--- src/rtl/ovs_pkg.sv ---
package ovs_pkg;
  localparam int IN_W      = 12;
  localparam int ACC_W     = 20;
  localparam int OUT_W     = 16;
  localparam int RATIO_W   = 3;
  localparam int SHIFT_W   = 4;
  localparam int MAX_SHIFT = 8;
  // largest burst is 2**(2**RATIO_W); counter spans that minus one
  localparam int CNT_W     = 2 ** RATIO_W;
endpackage

--- src/rtl/ovs_counter.sv ---
module ovs_counter #(
  parameter int RATIO_W = ovs_pkg::RATIO_W,
  parameter int CNT_W   = ovs_pkg::CNT_W
) (
  input  logic               clk,
  input  logic               rst_n,
  input  logic               enable,
  input  logic               step,
  input  logic [RATIO_W-1:0] ratio_sel,
  output logic               burst_last
);
  logic [CNT_W-1:0] cnt_q, cnt_d;
  logic [CNT_W-1:0] limit;
  logic             cnt_ce;

  // limit = 2**(n+1) - 1; wraps to all ones for the deepest code
  assign limit      = (CNT_W'(1) << ({1'b0, ratio_sel} + (RATIO_W+1)'(1))) - CNT_W'(1);
  assign burst_last = enable && step && (cnt_q == limit);
  assign cnt_ce     = !enable || step;

  always_comb begin
    cnt_d = cnt_q;
    if (!enable || burst_last) cnt_d = '0;
    else if (step)             cnt_d = cnt_q + CNT_W'(1);
  end

  always_ff @(posedge clk or negedge rst_n) begin
    if (!rst_n)      cnt_q <= '0;
    else if (cnt_ce) cnt_q <= cnt_d;
  end

  // the count never passes the burst limit while the ratio is held
  assert_cnt_in_range_R2: assert property (@(posedge clk) disable iff (!rst_n)
    $stable(ratio_sel) |-> (cnt_q <= limit));
  // disabling empties the count
  assert_cnt_cleared_R8: assert property (@(posedge clk) disable iff (!rst_n)
    !enable |=> (cnt_q == '0));
endmodule

--- src/rtl/ovs_adder.sv ---
module ovs_adder #(
  parameter int IN_W  = ovs_pkg::IN_W,
  parameter int ACC_W = ovs_pkg::ACC_W
) (
  input  logic             clk,
  input  logic             rst_n,
  input  logic             enable,
  input  logic             step,
  input  logic             burst_last,
  input  logic [IN_W-1:0]  sample,
  output logic [ACC_W-1:0] sum_now
);
  logic [ACC_W-1:0] acc_q, acc_d;
  logic             acc_ce;

  assign sum_now = acc_q + ACC_W'(sample);
  assign acc_ce  = !enable || step;

  always_comb begin
    acc_d = acc_q;
    if (!enable || burst_last) acc_d = '0;
    else if (step)             acc_d = sum_now;
  end

  always_ff @(posedge clk or negedge rst_n) begin
    if (!rst_n)      acc_q <= '0;
    else if (acc_ce) acc_q <= acc_d;
  end

  // inside a burst the sum only grows; a wrap would show as a drop
  assert_no_overflow_R3: assert property (@(posedge clk) disable iff (!rst_n)
    (enable && step && !burst_last) |=> (acc_q >= $past(acc_q)));
  // without a valid sample the sum is left alone
  assert_idle_holds_sum_R9: assert property (@(posedge clk) disable iff (!rst_n)
    (enable && !step) |=> $stable(acc_q));
  // disabling empties the sum
  assert_sum_cleared_R8: assert property (@(posedge clk) disable iff (!rst_n)
    !enable |=> (acc_q == '0));
endmodule

--- src/rtl/ovs_shifter.sv ---
module ovs_shifter #(
  parameter int ACC_W     = ovs_pkg::ACC_W,
  parameter int OUT_W     = ovs_pkg::OUT_W,
  parameter int SHIFT_W   = ovs_pkg::SHIFT_W,
  parameter int MAX_SHIFT = ovs_pkg::MAX_SHIFT
) (
  input  logic [ACC_W-1:0]   sum_in,
  input  logic [SHIFT_W-1:0] shift_sel,
  output logic [OUT_W-1:0]   word_out
);
  logic [OUT_W-1:0]   cand [MAX_SHIFT+1];
  logic [SHIFT_W-1:0] sel_clamped;

  for (genvar g = 0; g <= MAX_SHIFT; g++) begin : g_tap
    logic [ACC_W-1:0] shifted;
    assign shifted = sum_in >> g;
    assign cand[g] = shifted[OUT_W-1:0];
  end

  assign sel_clamped = (shift_sel > SHIFT_W'(MAX_SHIFT)) ? SHIFT_W'(MAX_SHIFT) : shift_sel;

  always_comb begin
    word_out = cand[0];
    for (int i = 1; i <= MAX_SHIFT; i++)
      if (sel_clamped == SHIFT_W'(i)) word_out = cand[i];
  end

  // the clamped shift never leaves the supported range
  always_comb assert_shift_clamped_R5: assert (sel_clamped <= SHIFT_W'(MAX_SHIFT));
endmodule

--- src/rtl/ovs_accum.sv ---
module ovs_accum
  import ovs_pkg::*;
#(
  parameter int P_IN_W      = IN_W,
  parameter int P_ACC_W     = ACC_W,
  parameter int P_OUT_W     = OUT_W,
  parameter int P_RATIO_W   = RATIO_W,
  parameter int P_SHIFT_W   = SHIFT_W,
  parameter int P_MAX_SHIFT = MAX_SHIFT
) (
  input  logic                 clk,
  input  logic                 rst_n,
  input  logic                 os_enable,
  input  logic [P_RATIO_W-1:0] ratio_sel,
  input  logic [P_SHIFT_W-1:0] shift_sel,
  input  logic                 sample_vld,
  input  logic [P_IN_W-1:0]    sample_data,
  output logic [P_OUT_W-1:0]   result,
  output logic                 result_stb
);
  localparam int P_CNT_W = 2 ** P_RATIO_W;

  logic               burst_last;
  logic [P_ACC_W-1:0] sum_now;
  logic [P_OUT_W-1:0] avg_word;
  logic [P_OUT_W-1:0] res_d;
  logic               stb_d;
  logic               res_ce;

  ovs_counter #(.RATIO_W(P_RATIO_W), .CNT_W(P_CNT_W)) u_cnt (
    .clk(clk), .rst_n(rst_n), .enable(os_enable), .step(sample_vld),
    .ratio_sel(ratio_sel), .burst_last(burst_last));

  ovs_adder #(.IN_W(P_IN_W), .ACC_W(P_ACC_W)) u_add (
    .clk(clk), .rst_n(rst_n), .enable(os_enable), .step(sample_vld),
    .burst_last(burst_last), .sample(sample_data), .sum_now(sum_now));

  ovs_shifter #(.ACC_W(P_ACC_W), .OUT_W(P_OUT_W), .SHIFT_W(P_SHIFT_W),
                .MAX_SHIFT(P_MAX_SHIFT)) u_shf (
    .sum_in(sum_now), .shift_sel(shift_sel), .word_out(avg_word));

  always_comb begin
    stb_d  = os_enable ? burst_last : sample_vld;
    res_ce = stb_d;
    res_d  = os_enable ? avg_word : P_OUT_W'(sample_data);
  end

  always_ff @(posedge clk or negedge rst_n) begin
    if (!rst_n) begin
      result     <= '0;
      result_stb <= 1'b0;
    end else begin
      result_stb <= stb_d;
      if (res_ce) result <= res_d;
    end
  end

  // a strobe always follows an accepted sample
  assert_stb_after_sample_R6: assert property (@(posedge clk) disable iff (!rst_n)
    result_stb |-> $past(sample_vld));
  // the output word only moves together with the strobe
  assert_result_held_R6: assert property (@(posedge clk) disable iff (!rst_n)
    !result_stb |-> $stable(result));
  // pass-through delivers the zero-extended sample one cycle later
  assert_pass_through_R7: assert property (@(posedge clk) disable iff (!rst_n)
    (!os_enable && sample_vld) |=> (result_stb && result == P_OUT_W'($past(sample_data))));
endmodule

--- config.mk ---
export PLATFORM = sky130hd
export DESIGN_NAME = ovs_accum
export DESIGN_NICKNAME = d
export VERILOG_FILES = /design/src/rtl/ovs_pkg.sv /design/src/rtl/ovs_counter.sv /design/src/rtl/ovs_adder.sv /design/src/rtl/ovs_shifter.sv /design/src/rtl/ovs_accum.sv
export SDC_FILE = /design/constraint.sdc
export NUM_CORES = 1
export LEC_CHECK = 0
export BUFFER_PORTS_ARGS = -buffer_cell sky130_fd_sc_hd__buf_2
export CORE_AREA = 2 2 98 100
export DETAILED_ROUTE_END_ITERATION = 12
export DIE_AREA = 0 0 100 102
export GPL_TIMING_DRIVEN = 0
export PLACE_DENSITY_LB_ADDON = 0.25
export SLEW_MARGIN = 20
export SYNTH_ARGS = -nofsm -noshare
export SYNTH_HDL_FRONTEND = slang
export SYNTH_SLANG_ARGS = --single-unit
--- constraint.sdc ---
create_clock -name clk -period 3.7 [get_ports clk]
set_input_delay 0.185 -clock clk [delete_from_list [all_inputs] [get_ports clk]]
set_output_delay 0.185 -clock clk [all_outputs]
set_load 0.005 [all_outputs]
==> results.md <==
- Status: completed
- Antenna violations before repair: 1
- Power share of the clock group: 0.234
- Worst reg2reg setup slack: 0.19 ns
- Die Wd: roughly 100 um
- Post-DP HPWL: about 13 mm
- CTS Buf Count: 5
- CP Capture Type: flop
- Fin crit period: 3.51 ns
- Reg2Reg Depth: 9
- Final core utilization: 0.548
- Max Cap Viol: 0
- Worst r2r src: u_add.acc_q[4]
- Lkg Pwr: just over 2 nW
- Num Clock Sinks: between 40 and 50
- Req. time, crit path: between 3 and 4 ns
- Post-synthesis sequential area ratio: 0.251
- Height of the die: ~100 um
- Hold Vio Cnt, Final: 0
- Critical path data arrival time: roughly 3.8 ns
- Largest net degree at the start of global routing: between 40 and 50
- Row count: 35
- Io pins: 40
- P&R area growth vs syn: 11.1%
- PD cells: between 300 and 400 nW/um2
- Post-DRT Antenna Nets: 0
- Number of enable flip-flop cells after synthesis: 0
- Skew final: 0.0113 ns
- Core Area: 9110 um2
- Worst-skew pair later-pin latency: around 0.31 ns
- Pint: about 0.0010 W
- Post-synthesis async set-or-reset flop share: 1.00
- Max_slew headroom: 0.272
- Critical path endpoint: result[4]
- CTS tree: done
- Htree depth: 2
- Overflow after GRT: 0
- DIE AREA: 10,200 um2
- Synth cell types: 79
- Vias: 4,982
- CP Class: flop to flop
- Switching share of power: 0.438
- Yosys Warn Count: 0
- CTS root buf: clkbuf_8
- 1st-pass router iterations: 6
- Post-Synthesis Cells: approximately 580
- DR vias/cell: ~6.8
- Worst flop-to-flop path endpoint: result[4]
- DP Area: slightly below 5000 um2
- Worst-path fanout max: 7
- Starting Density: 0.493
- Mapped Avg Cell Area: about 7.8 um2
- Period utilisation layout: 0.949
- Least-Margin Pin Slew: roughly 1.1 ns
- Sum Neg Setup Slack: 0 ns
- Fillers: around 910
- WL final: between 15 and 20 mm
- Gate power share: 0.456
- Port-buffer cells: 36
- RSZ-0062 raised after global routing: no
- 1st-iter DRT viols: 453
- Slew Limit Fails: 0
- Primary FF master, synth: dfrtp_1
- VDD IR-drop max: 0.000250 V
- Critical Path Source: u_add.acc_q[4]
- Vias in the first global route: 4,652
- Synth Register Bits: 45
- Tot GR Track Use: 0.344
- Fmax: roughly 280 MHz
- First-pass GRT wire length: approximately 27 mm
- WL/cell: between 20 and 25 um
- Syn Std Cell Area: 4490 um2
- Syn Nets: 616
- Crit start category: flop
- Clock transition at path regs: roughly 0.1 ns
- Setup slack after layout: 0.188 ns
- Clock tree buffer depth: 2
- Final nets: 660
- Final Wtd Congestion: between 0.9 and 1
- Part of the power in registers: 0.310
- Drc violations: 0
- Switching power: ~0.00079 W
- Fraction of layout cells with a size suffix above 1: 0.154
- Pre-CTS WS: approximately 0.09 ns
- Fin area: between 4000 and 5000 um2
- HP Class: input port to flop
- Final setup fails: 0
[repair_timing]
action                     4_1_cts  5_1_grt
setup endpoints to repair        0       10
hold endpoints to repair         0       45
hold buffers                     0        1
gates resized for setup          0        9
buffers inserted                 0        0
[final cells by class]
type	instances	area [um2]	area share
tap	111	139	0.0278
clock buffer	5	68.8	0.0138
timing repair buffer	37	193	0.0386
buffer	41	200	0.0401
multi-input combinational	478	3160	0.633
antenna	1	2.50	0.000502
clock inverter	3	50.0	0.0100
sequential	45	1130	0.226
inverter	14	52.6	0.0105
[per-layer routing]
layer / vias to the layer above / share of wire / GRT usage
met4: 0 / 0.032 / 0.104
met3: 42 / 0.10 / 0.0944
met5: - / 0 / 0
met1: 2388 / 0.44 / 0.476
li1: 2264 / - / -
met2: 288 / 0.43 / 0.525
[power groups by stage]
stage	logic (W)	clock network [W]	registers, W
2_1_floorplan	0.000517	0	0.000568
3_3_place_gp	0.000781	0	0.000568
3_5_place_dp	0.000780	0	0.000570
4_1_cts	0.000784	0.000427	0.000560
5_1_grt	0.000879	0.000446	0.000566
6_report	0.000824	0.000422	0.000561
[cell families after synthesis]
family / after synthesis / share of synthesized area
compound gates: 215 / 0.343
simple gates: 209 / 0.228
buf+inv: 55 / 0.0557
flops: 45 / 0.251
xor+xnor: 29 / 0.0565
fa+ha+maj: 15 / 0.0434
mux: 9 / 0.0228
other cells: 1 / 0.000835
[Yosys cell counts (all sizes together), types with 10 or more instances]
| master | count | area share |
|---|---|---|
| a211oi | 10 | 0.020 |
| a21oi | 41 | 0.049 |
| and3 | 10 | 0.014 |
| buf | 20 | 0.026 |
| clkbuf | 21 | 0.018 |
| dfrtp | 45 | 0.25 |
| ha | 14 | 0.039 |
| inv | 14 | 0.012 |
| nand2 | 79 | 0.066 |
| nand3 | 13 | 0.014 |
| nor2 | 47 | 0.039 |
| nor3 | 12 | 0.013 |
| o211ai | 14 | 0.023 |
| o21ai | 50 | 0.056 |
| o221ai | 10 | 0.019 |
| xnor2 | 14 | 0.027 |
| xor2 | 15 | 0.029 |
[how the worst min path moves through the flow]
stage              startpoint              end  cells after the start
2_1_floorplan           rst_n        result[0]                      0
3_3_place_gp            rst_n  u_add.acc_q[10]                      1
5_1_grt        sample_data[2]        result[2]                      3
6_report       sample_data[2]        result[2]                      3
4_1_cts                 rst_n   u_add.acc_q[6]                      1
3_5_place_dp            rst_n  u_add.acc_q[10]                      1
[per-stage QoR]
step	total power (W)	hold slack [ns]	instances
final	0.00181	0.248	735
after global routing	0.00189	0.267	734
after floorplan	0.00108	-0.111	578
after CTS	0.00177	0.0916	733
after global placement	0.00135	0.424	725
after detailed placement	0.00135	0.435	725
[flip-flops by register name, indices dropped and copies added, names as in the netlist]
signal,cells
result,16
result_stb,1
u_cnt.cnt_q,8
u_add.acc_q,20
[cells in the final DEF, fill, tap and decap left out, types with 8 or more instances in the layout]
master    Yosys  layout
a21oi_1      39      39
o221ai_1     10      10
clkbuf_1     20      18
ha_1         14      14
nor3_1       12      11
xor2_1       15      15
o21ai_0      49      49
o211ai_1     14      14
dfrtp_1      45      45
and3_1        9       9
nor2_1       47      47
nand3_1      13      13
nand2_1      79      79
buf_2        10      45
mux2i_1       8       8
a22o_1        9       9
xnor2_1      14      12
inv_1        13      13
a221oi_1      8       8
nand4_1       9       9
[critical path, stage by stage (launching register included)]
cell and delay (ns):
dfrtp_1 0.40, ha_1 0.38, o211ai_1 0.13, o21ai_0 0.40
a21oi_1 0.15, xnor2_1 0.76, inv_1 0.39, o211a_1 0.33
a221o_1 0.37, a21oi_1 0.13
No activity file was read; power rests on OpenSTA's default activity.
